--- config.mk ---
export PLATFORM = sky130hd
export DESIGN_NAME = chan_domain_aligner
export DESIGN_NICKNAME = d
export VERILOG_FILES = /design/src/rtl/chan_align_pkg.sv /design/src/rtl/align_cfg_ctrl.sv /design/src/rtl/align_tap_line.sv /design/src/rtl/chan_domain_aligner.sv
export SDC_FILE = /design/constraint.sdc
export NUM_CORES = 1
export LEC_CHECK = 0
export CAP_MARGIN = 10
export CELL_PAD_IN_SITES_DETAIL_PLACEMENT = 0
export CELL_PAD_IN_SITES_GLOBAL_PLACEMENT = 1
export CORE_MARGIN = 5
export CORE_UTILIZATION = 45
export CTS_CLUSTER_DIAMETER = 80
export DETAILED_ROUTE_END_ITERATION = 7
export HOLD_SLACK_MARGIN = 0.03
export PLACE_DENSITY = 0.78
export SLEW_MARGIN = 20
export SYNTH_ARGS = -nofsm -noshare
export SYNTH_HDL_FRONTEND = slang
export SYNTH_SLANG_ARGS = --single-unit
--- constraint.sdc ---
create_clock -name clk -period 3.8 [get_ports clk]
set_input_delay 0.57 -clock clk [delete_from_list [all_inputs] [get_ports clk]]
set_output_delay 0.57 -clock clk [all_outputs]
set_load 0.01 [all_outputs]
--- src/rtl/chan_align_pkg.sv ---
package chan_align_pkg;
    // Default transfer width and delay-field width for the aligner
    localparam int unsigned ALIGN_DATA_W = 18;
    localparam int unsigned ALIGN_DLY_W  = 3;
endpackage

--- src/rtl/align_cfg_ctrl.sv ---
module align_cfg_ctrl #(
    parameter int unsigned DLY_W = 3
) (
    input  logic             clk,
    input  logic             rst,
    input  logic             cfg_wr_en,
    input  logic             cfg_enable,
    input  logic [DLY_W-1:0] cfg_delay,
    input  logic             pkt_start,
    input  logic             in_valid,
    output logic [DLY_W-1:0] act_dly
);
    typedef struct packed {
        logic [DLY_W-1:0] dly;
        logic             en;
        logic [DLY_W-1:0] act;
    } cfg_state_t;

    cfg_state_t s_d, s_q;
    logic             start_w;
    logic [DLY_W-1:0] eff_w;

    always_comb begin
        start_w = in_valid & pkt_start;
        eff_w   = s_q.en ? s_q.dly : '0;
        s_d     = s_q;
        if (start_w) begin
            s_d.act = eff_w;
        end
        if (cfg_wr_en) begin
            s_d.dly = cfg_delay;
            s_d.en  = cfg_enable;
        end
        if (rst) begin
            s_d = '0;
        end
        act_dly = start_w ? eff_w : s_q.act;
    end

    always_ff @(posedge clk) begin
        s_q <= s_d;
    end

    // reset returns all configuration state to zero
    assert_cfg_reset_R1: assert property (@(posedge clk) rst |=> (s_q == '0));

    // latched delay only moves on a valid packet start
    assert_act_hold_R5: assert property (@(posedge clk) disable iff (rst)
        !(in_valid && pkt_start) |=> $stable(s_q.act));

    // disabled aligner latches a zero delay
    assert_disabled_zero_R4: assert property (@(posedge clk) disable iff (rst)
        (!s_q.en && in_valid && pkt_start) |=> (s_q.act == '0));
endmodule

--- src/rtl/align_tap_line.sv ---
module align_tap_line #(
    parameter int unsigned DATA_W = 18,
    parameter int unsigned DLY_W  = 3
) (
    input  logic              clk,
    input  logic              rst,
    input  logic              wr_valid,
    input  logic [DATA_W-1:0] wr_data,
    input  logic [DLY_W-1:0]  wr_tap,
    output logic              out_valid,
    output logic [DATA_W-1:0] out_data
);
    localparam int unsigned DEPTH = 2 ** DLY_W;

    typedef struct packed {
        logic              vld;
        logic [DATA_W-1:0] data;
    } slot_t;

    slot_t [DEPTH-1:0] line_d, line_q;
    slot_t [DEPTH-1:0] upper_w;

    // Source each slot shifts from: the next slot up, or empty at the top
    for (genvar g = 0; g < DEPTH; g++) begin : g_upper
        if (g == DEPTH - 1) begin : g_top
            assign upper_w[g] = '0;
        end else begin : g_mid
            assign upper_w[g] = line_q[g+1];
        end
    end

    always_comb begin
        for (int i = 0; i < DEPTH; i++) begin
            if (wr_valid && (wr_tap == DLY_W'(i))) begin
                line_d[i] = '{vld: 1'b1, data: wr_data};
            end else begin
                line_d[i] = upper_w[i];
            end
        end
        if (rst) begin
            line_d = '0;
        end
    end

    always_ff @(posedge clk) begin
        line_q <= line_d;
    end

    assign out_valid = line_q[0].vld;
    assign out_data  = line_q[0].data;

    // a zero-delay write is visible one cycle later, unchanged
    assert_passthru_R2: assert property (@(posedge clk) disable iff (rst)
        (wr_valid && wr_tap == '0) |=> (out_valid && out_data == $past(wr_data)));

    // idle output carries no data
    assert_idle_zero_R8: assert property (@(posedge clk) disable iff (rst)
        !out_valid |-> (out_data == '0));
endmodule

--- src/rtl/chan_domain_aligner.sv ---
module chan_domain_aligner #(
    parameter int unsigned DATA_W = chan_align_pkg::ALIGN_DATA_W,
    parameter int unsigned DLY_W  = chan_align_pkg::ALIGN_DLY_W
) (
    input  logic              clk,
    input  logic              rst,
    input  logic              cfg_wr_en,
    input  logic              cfg_enable,
    input  logic [DLY_W-1:0]  cfg_delay,
    input  logic              pkt_start,
    input  logic              in_valid,
    input  logic [DATA_W-1:0] in_data,
    output logic              out_valid,
    output logic [DATA_W-1:0] out_data
);
    logic [DLY_W-1:0] act_dly_w;

    align_cfg_ctrl #(.DLY_W(DLY_W)) cfg_i (
        .clk        (clk),
        .rst        (rst),
        .cfg_wr_en  (cfg_wr_en),
        .cfg_enable (cfg_enable),
        .cfg_delay  (cfg_delay),
        .pkt_start  (pkt_start),
        .in_valid   (in_valid),
        .act_dly    (act_dly_w)
    );

    align_tap_line #(.DATA_W(DATA_W), .DLY_W(DLY_W)) line_i (
        .clk       (clk),
        .rst       (rst),
        .wr_valid  (in_valid),
        .wr_data   (in_data),
        .wr_tap    (act_dly_w),
        .out_valid (out_valid),
        .out_data  (out_data)
    );

    // output goes quiet in the cycle after reset
    assert_reset_quiet_R1: assert property (@(posedge clk) rst |=> !out_valid);
endmodule

# Word level (Yosys, flattened, before mapping)
# Cells that the tools add are included.
# totals
ff_bits	159
inputBits	27
out_inout_bits	19
# op_classes
eq_ne	7
mux	10
bitwise	2
n_reduce_logical	10
# ops
operator	count
$mux W19	8
$eq A3 B3 Y1 const B	4
$logic_and A1 B1 Y1	8
$eq A3 B2 Y1 const B	2
$mux W3	2
$eq A3 B1 Y1 const B	1
$logic_not A3 Y1	1
$reduce_or A2 Y1	1
$and A1 B1 Y1	1
$not A1 Y1	1

# Depth between registers and ports, before layout
# Gate-level depths: netlist of the first run.
# logic_depth
depth_word	6
ltp_mapped	6

# Hierarchy
# Synthesis of the first run repeated with hierarchy kept, for this count alone.
# unflattened
cells_unflattened	549
area_unflattened_um2	6110.9
# modules_own_cells
mod	instances	cells_per_inst	area_each_um2
align_tap_line	1	521	5835.6
align_cfg_ctrl	1	28	275.3

# Least setup slack after synthesis of the first run
# No wires, ideal clock.
# synth_path
path_type	input -> register
start	input pkt_start
end	register line_i.line_q[65] (netlist name)
setup_time_ns	0.072
t_arrival_ns	1.589
required_ns	3.728
setup_slack_ns	2.140
stages	6
path_buffers	2
cell_sequence	and4_1 > a21o_2 > nand3_1 > buf_4 > buf_6 > mux2i_1
# synth_via
elab_chain_len	5
# synth_rtl
item	line_no	rtl
from (decl)	chan_domain_aligner.sv:10	input logic pkt_start,
$and A1 B1 Y1	align_cfg_ctrl.sv:24	start_w = in_valid & pkt_start;
$mux W3	align_cfg_ctrl.sv:37	act_dly = start_w ? eff_w : s_q.act;
$eq A3 B2 Y1	align_tap_line.sv:34	if (wr_valid && (wr_tap == DLY_W'(i))) begin
$logic_and A1 B1 Y1	align_tap_line.sv:34	
$mux W19	align_tap_line.sv:34	
to (signal assigned)	align_tap_line.sv:46	line_q <= line_d;
to (decl)	align_tap_line.sv:20	slot_t [DEPTH-1:0] line_d, line_q;
# No other way between the ends.
# A chain may end at the register's enable or synchronous reset.

# Worst setup path in the final report of the first run
# layout_path
start	input pkt_start
end	register line_i.line_q[103] (netlist name)
# layout_via
elab_chain_len	5
# layout_rtl
item	line_no
$and A1 B1 Y1	align_cfg_ctrl.sv:24
$mux W3	align_cfg_ctrl.sv:37
$eq A3 B3 Y1	align_tap_line.sv:34
$logic_and A1 B1 Y1	align_tap_line.sv:34
$mux W19	align_tap_line.sv:34
# No other way between the ends.

==> results of run 1 <==
==> metrics by stage <==
| step | hold slack, ps | power, W |
|---|---|---|
| 6_report | 429 | 0.00384 |
| 2_1_floorplan | 411 | 0.00182 |
| 4_1_cts | 430 | 0.00387 |
| 5_1_grt | 455 | 0.00395 |
| 3_5_place_dp | 421 | 0.00188 |
| 3_3_place_gp | 417 | 0.00187 |
==> registers in the layout, summed over array words and instances (netlist names) <==
name	flops
cfg_i.s_q	7
line_i.line_q	133
line_i.out_data	18
line_i.out_valid	1
==> layer usage <==
layer | track usage (%) | wire length (µm)
met1 | 17.5 | 4940
met4 | 6.44 | 210
met5 | 0 | 0
met3 | 4.37 | 401
met2 | 18.4 | 4090
==> cells in the final DEF (no fill, tap or decap), types with 2 or more instances in the layout <==
master and instances:
sky130_fd_sc_hd__inv_1 7, sky130_fd_sc_hd__clkinvlp_4 2, sky130_fd_sc_hd__nand2b_1 145, sky130_fd_sc_hd__and3_1 3, sky130_fd_sc_hd__and2_1 18, sky130_fd_sc_hd__dfxtp_1 159
sky130_fd_sc_hd__nor2_1 6, sky130_fd_sc_hd__a21oi_4 2, sky130_fd_sc_hd__mux2i_1 130, sky130_fd_sc_hd__clkbuf_16 17, sky130_fd_sc_hd__clkbuf_1 2, sky130_fd_sc_hd__nand3_1 8
sky130_fd_sc_hd__bufinv_16 7, sky130_fd_sc_hd__a21oi_1 8, sky130_fd_sc_hd__buf_4 8, sky130_fd_sc_hd__clkbuf_8 3, sky130_fd_sc_hd__clkdlybuf4s50_1 44
==> final cells by class <==
cell class	count	area [µm²]	area share [%]
Clock buffer	22	474	6.59
Multi-Input combinational cell	329	2560	35.6
Inverter	7	26.3	0.365
Tap cell	176	220	3.06
Clock inverter	10	230	3.20
Timing Repair Buffer	52	500	6.95
Sequential cell	159	3180	44.2
==> how the worst max path moves through the flow <==
stage	from	end
4_1_cts	pkt_start	line_i.line_q[148]
2_1_floorplan	pkt_start	line_i.line_q[65]
3_3_place_gp	pkt_start	line_i.line_q[98]
5_1_grt	pkt_start	line_i.line_q[148]
3_5_place_dp	pkt_start	line_i.line_q[98]
6_report	pkt_start	line_i.line_q[103]
==> worst max-delay path: stages <==
cell                              delay, ps
sky130_fd_sc_hd__clkdlybuf4s50_1        490
sky130_fd_sc_hd__and4_1                 280
sky130_fd_sc_hd__a21oi_4                240
sky130_fd_sc_hd__nand3_1                530
sky130_fd_sc_hd__mux2i_1                250
==> synthesized netlist by cell type <==
cell type,number
sky130_fd_sc_hd__a21o_1,1
sky130_fd_sc_hd__buf_2,3
sky130_fd_sc_hd__inv_1,7
sky130_fd_sc_hd__nand4_1,1
sky130_fd_sc_hd__clkbuf_1,17
sky130_fd_sc_hd__a21boi_2,1
sky130_fd_sc_hd__dfxtp_1,159
sky130_fd_sc_hd__nand2_2,1
sky130_fd_sc_hd__nand3_1,8
sky130_fd_sc_hd__and3_1,3
sky130_fd_sc_hd__and2_1,18
sky130_fd_sc_hd__mux2i_1,130
sky130_fd_sc_hd__nor2_1,6
sky130_fd_sc_hd__nand2b_1,145
sky130_fd_sc_hd__and4_1,1
sky130_fd_sc_hd__buf_6,10
sky130_fd_sc_hd__and4_4,1
sky130_fd_sc_hd__buf_1,1
sky130_fd_sc_hd__nand2_1,1
sky130_fd_sc_hd__a21o_2,1
sky130_fd_sc_hd__a21oi_1,8
sky130_fd_sc_hd__buf_4,20
sky130_fd_sc_hd__nor4b_4,1
sky130_fd_sc_hd__a21oi_4,2
==> kinds of logic (layout without fill, tap and decap cells) <==
kind of cell | count (synthesis) | after routing | share of synthesized area, %
buffers and inverters | 58 | 91 | 6.07
DFF | 159 | 159 | 52.0
and+or+nand+nor | 186 | 186 | 19.0
AOI/OAI and AO/OA | 13 | 13 | 1.64
muxes | 130 | 130 | 21.3
==> power breakdown <==
part / total, W / switching [W] / internal (W)
Clock: 0.00200 / 0.000648 / 0.00135
Combinational: 0.000153 / 0.0000731 / 0.0000802
Sequential: 0.00169 / 0.00000451 / 0.00168
==> reports/metrics.csv, run 1 <==
stage,metric,value,unit
clocking,Post-CTS Setup Repair Bufs,0,
critical_path,critical path startpoint category,input pin,
floorplan,starting density of the core,46.0,%
synthesis,Yosys warning count,0,
min_path,worst min-delay path category,reg -> reg,
job,total of max-cap violations,0,
clocking,maximum number of buffers from clock root to sink,2,
detailed_routing,total wire length,9.64,mm
place,placed wire-length estimate,6.33,mm
floorplan,area of the core region,0.0133,mm²
clocking,TritonCTS clock tree,yes,
synthesis,synthesized cell area,0.00612,mm²
critical_path,Worst R2R Start,cfg_i.s_q[3],
floorplan,die width,127,µm
power,static leakage,3.24,nW
timing,worst slew margin relative to its limit,49.9,%
power,power density over cell area,533,mW/mm²
cells_and_area,count of inserted antenna diode cells,0,
floorplan,die height,127,µm
min_path,Worst Hold Depth,2,
critical_path,crit path max fanout,11,
floorplan,Std-Cell Rows,42,
synthesis,count of different cell masters after synthesis,24,
clocking,number of CTS-inserted buffers,17,
cells_and_area,growth of design area from synthesis to finish,17.7,%
status,status,finished clean,
cells_and_area,non-filler instance count after layout,755,
critical_path,endpoint of the most critical register-to-register path,line_i.line_q[148],
cells_and_area,post-route cell area,0.00720,mm²
timing,hold violation count in the final report,0,
critical_path,type of element capturing the critical path,register,
clocking,worst skew pair latency,420,ps
critical_path,Worst EP arrival,2370,ps
timing,Final Skew,5.82,ps
detailed_routing,detailed-route via count,3447,
timing,RSZ-0062 raised after global routing,false,
detailed_routing,violation count after the first detailed-route iteration,182,
timing,Sum Neg Setup Slack,0,ps
global_route,global-route usage over all layers,13.0,%
synthesis,dominant cell type by area after synthesis,sky130_fd_sc_hd__dfxtp_1,
detailed_routing,Pre-Repair DR Iteration Count,4,
timing,Worst-Margin Slew,749,ps
place,placer congestion estimate,0.668,
clocking,"CTS clk-pin slew, worst paths",60,ps
synthesis,number of cells produced by synthesis,546,
synthesis,synthesized flop and latch total,159,
timing,ratio of final minimum period to clock period,55.3,%
cells_and_area,filler cell count,1144,
critical_path,required time worst endpoint,4070,ps
timing,smallest setup slack after layout,1700,ps
synthesis,"top cells by area, synth","sky130_fd_sc_hd__dfxtp_1, sky130_fd_sc_hd__mux2i_1, sky130_fd_sc_hd__nand2b_1",
critical_path,Worst Reg2Reg Path Length in Cells,4,
global_route,wire length of the first global-routing pass,16.8,mm
synthesis,Yosys top cell area share,52.0,%
timing,number of pins exceeding their max-slew limit in the final report,0,
timing,final setup violation count,0,
synthesis,post-synthesis sequential area ratio,52.0,%
global_route,pin count of the biggest net entering global routing,76,
place,PortBufs,45,
global_route,via count of the first global-routing pass,3416,
detailed_routing,ANT nets after route,0,
floorplan,top-level port count,46,
synthesis,syn nets,573,
clocking,hold-fix buffers at CTS,0,
cells_and_area,final core utilization,54.1,%
power,Peak VDD IR,286,µV
timing,maximum clock frequency,476,MHz
detailed_routing,Routed wire per std cell,12.8,µm
critical_path,slack of the worst reg-to-reg path,2060,ps
detailed_routing,Via-to-Cell Ratio,4.57,
place,post-placement cell area,0.00649,mm²
clocking,sink count of the clock tree,159,
cells_and_area,fraction of final layout cells with drive strength greater than 1,7.77,%
global_route,GRT Residual Overflow,0,
floorplan,die area,0.0160,mm²
clocking,CTS resizes,0,
synthesis,Mapped Avg Cell Area,11.2,µm²
min_path,worst hold path startpoint,line_i.line_q[151],
critical_path,kind of critical path,in -> reg,
clocking,CTS H-Tree Depth,4,
clocking,Clock Tree Root,sky130_fd_sc_hd__clkbuf_16,
min_path,end point of the worst hold path,line_i.line_q[132],
place,# placed instances,723,
cells_and_area,net count of the finished layout,593,
place,setup slack at placement,1260,ps
timing,Period minus WS final,2100,ps
detailed_routing,drc violations,0,
global_route,initial antenna violation count,0,
Power figures use the tool's default switching activity.
==> run 2, diff against run 1 <==
clock period = 2 ns   (was 3.8 ns; I/O delays follow)
==> reports/metrics.csv, run 2 (synthesis results as in run 1) <==
stage,metric,value,unit
global_route,via count of the first global-routing pass,3380,
place,placer congestion estimate,0.729,
floorplan,die height,127,µm
critical_path,critical path startpoint category,input pin,
clocking,Clock Tree Root,sky130_fd_sc_hd__clkbuf_16,
floorplan,top-level port count,46,
cells_and_area,net count of the finished layout,603,
cells_and_area,max reg flops,133,
floorplan,starting density of the core,46.0,%
timing,RSZ-0062 raised after global routing,false,
detailed_routing,Met1 Routed Length,4.93,mm
floorplan,Std-Cell Rows,42,
clocking,"CTS clk-pin slew, worst paths",60,ps
place,post-placement cell area,0.00668,mm²
critical_path,critical path depth in cells,6,
timing,Period minus WS final,1610,ps
critical_path,Worst R2R Start,cfg_i.s_q[3],
power,portion of total power attributed to sequential cells,47.7,%
detailed_routing,Pre-Repair DR Iteration Count,4,
power,part of the total power dissipated in the clock network,47.8,%
power,power density over cell area,923,mW/mm²
cells_and_area,non-filler instance count after layout,763,
timing,final setup violation count,0,
timing,Worst-Margin Slew,643,ps
global_route,wire length of the first global-routing pass,16.8,mm
critical_path,cells traversed along the worst timing path,"clkdlybuf4s50_1, and4_1, a21oi_4, nand3_1, buf_12, mux2i_1",
detailed_routing,detailed-route via count,3452,
power,switching power of the nets,0.00130,W
global_route,global-route usage over all layers,13.1,%
critical_path,slack of the worst reg-to-reg path,490,ps
power,Internal Dissipation,0.00541,W
floorplan,die area,0.0160,mm²
critical_path,Worst Reg2Reg Path Length in Cells,5,
cells_and_area,final core utilization,54.8,%
min_path,worst min-delay path category,in -> reg,
place,# placed instances,733,
job,total of max-cap violations,0,
clocking,CTS H-Tree Depth,4,
cells_and_area,register name with the most flops,line_i.line_q,
timing,Final Skew,3.70,ps
cells_and_area,growth of design area from synthesis to finish,19.0,%
clocking,Post-CTS Setup Repair Bufs,0,
clocking,CTS resizes,0,
cells_and_area,most used cells in the layout excluding fill and tap cells,"sky130_fd_sc_hd__dfxtp_1, sky130_fd_sc_hd__nand2b_1, sky130_fd_sc_hd__mux2i_1",
critical_path,endpoint of the worst setup timing path,line_i.line_q[91],
cells_and_area,count of inserted antenna diode cells,0,
timing,worst slew margin relative to its limit,57.1,%
critical_path,type of element capturing the critical path,register,
detailed_routing,Via-to-Cell Ratio,4.52,
critical_path,endpoint of the most critical register-to-register path,line_i.line_q[91],
power,switching share of power,19.4,%
cells_and_area,fraction of final layout cells with drive strength greater than 1,9.03,%
global_route,GRT Residual Overflow,0,
place,PortBufs,45,
timing,number of pins exceeding their max-slew limit in the final report,0,
detailed_routing,drc violations,0,
critical_path,required time worst endpoint,2280,ps
cells_and_area,post-route cell area,0.00728,mm²
critical_path,Critical path buffers and inverters,2,
power,static leakage,3.29,nW
clocking,hold-fix buffers at CTS,0,
cells_and_area,"commonest non-fill, non-tap cell in the layout",sky130_fd_sc_hd__dfxtp_1,
clocking,TritonCTS clock tree,yes,
floorplan,area of the core region,0.0133,mm²
global_route,initial antenna violation count,0,
floorplan,die width,127,µm
detailed_routing,highest routed layer,met4,
timing,hold violation count in the final report,0,
clocking,worst skew pair latency,410,ps
clocking,sink count of the clock tree,159,
place,placed wire-length estimate,6.54,mm
critical_path,Worst EP arrival,1890,ps
critical_path,kind of critical path,in -> reg,
timing,ratio of final minimum period to clock period,80.3,%
cells_and_area,filler cell count,1150,
detailed_routing,total wire length,9.51,mm
detailed_routing,violation count after the first detailed-route iteration,147,
status,status,finished clean,
detailed_routing,Routed wire per std cell,12.5,µm
detailed_routing,detailed route wirelength on metal3,388,µm
critical_path,largest stage delay on the critical path,500,ps
critical_path,crit path max fanout,19,
detailed_routing,total length of routed met2 wires,4.00,mm
critical_path,slowest CP cell,sky130_fd_sc_hd__clkdlybuf4s50_1,
clocking,number of CTS-inserted buffers,17,
clocking,maximum number of buffers from clock root to sink,2,
global_route,pin count of the biggest net entering global routing,52,
critical_path,Critical Path Start,pkt_start,
power,combinational share of power,4.5,%
timing,maximum clock frequency,623,MHz
critical_path,Top Family by Delay on Critical Path,buffers and inverters,
power,Peak VDD IR,503,µV
detailed_routing,ANT nets after route,0,
==> run 2: layout make-up <==
class | instances | area (µm²) | area share (%)
sequential | 159 | 3180 | 43.7
multi-input combinational | 329 | 2560 | 35.2
timing repair buffer | 62 | 686 | 9.42
inverter | 7 | 26.3 | 0.361
clock buffer | 26 | 529 | 7.27
clock inverter | 4 | 73.8 | 1.01
tap | 176 | 220 | 3.02
==> run 2: worst min-delay path by stage <==
stage	to	from	depth (start not counted)
2_1_floorplan	line_i.line_q[113]	line_i.line_q[132]	2
3_3_place_gp	line_i.line_q[132]	line_i.line_q[151]	2
3_5_place_dp	line_i.line_q[132]	line_i.line_q[151]	2
4_1_cts	cfg_i.s_q[0]	rst	2
5_1_grt	line_i.line_q[132]	line_i.line_q[151]	2
6_report	cfg_i.s_q[0]	rst	2
==> run 2: routing by layer <==
metal / vias up / global-route usage (%)
met4: 0 / 5.30
li1: 1820 / -
met3: 14 / 4.67
met1: 1564 / 18.2
met2: 54 / 18.4
met5: - / 0
==> run 2: stage by stage <==
step	power, W	TNS (ps)	hold WS (ps)	setup WS [ps]
after CTS	0.00682	0	391	383
final	0.00672	0	406	394
after global placement	0.00357	0	414	58.4
after floorplan	0.00346	0	411	604
after detailed placement	0.00358	-213	414	-23.4
after global routing	0.00699	0	437	334
==> run 2: power groups by stage <==
| stage | combinational (W) | sequential, W | clock, W |
|---|---|---|---|
| 6_report | 0.000303 | 0.00320 | 0.00321 |
| 4_1_cts | 0.000309 | 0.00320 | 0.00331 |
| 3_5_place_dp | 0.000309 | 0.00327 | 0 |
| 2_1_floorplan | 0.000190 | 0.00327 | 0 |
| 3_3_place_gp | 0.000302 | 0.00327 | 0 |
| 5_1_grt | 0.000333 | 0.00320 | 0.00345 |
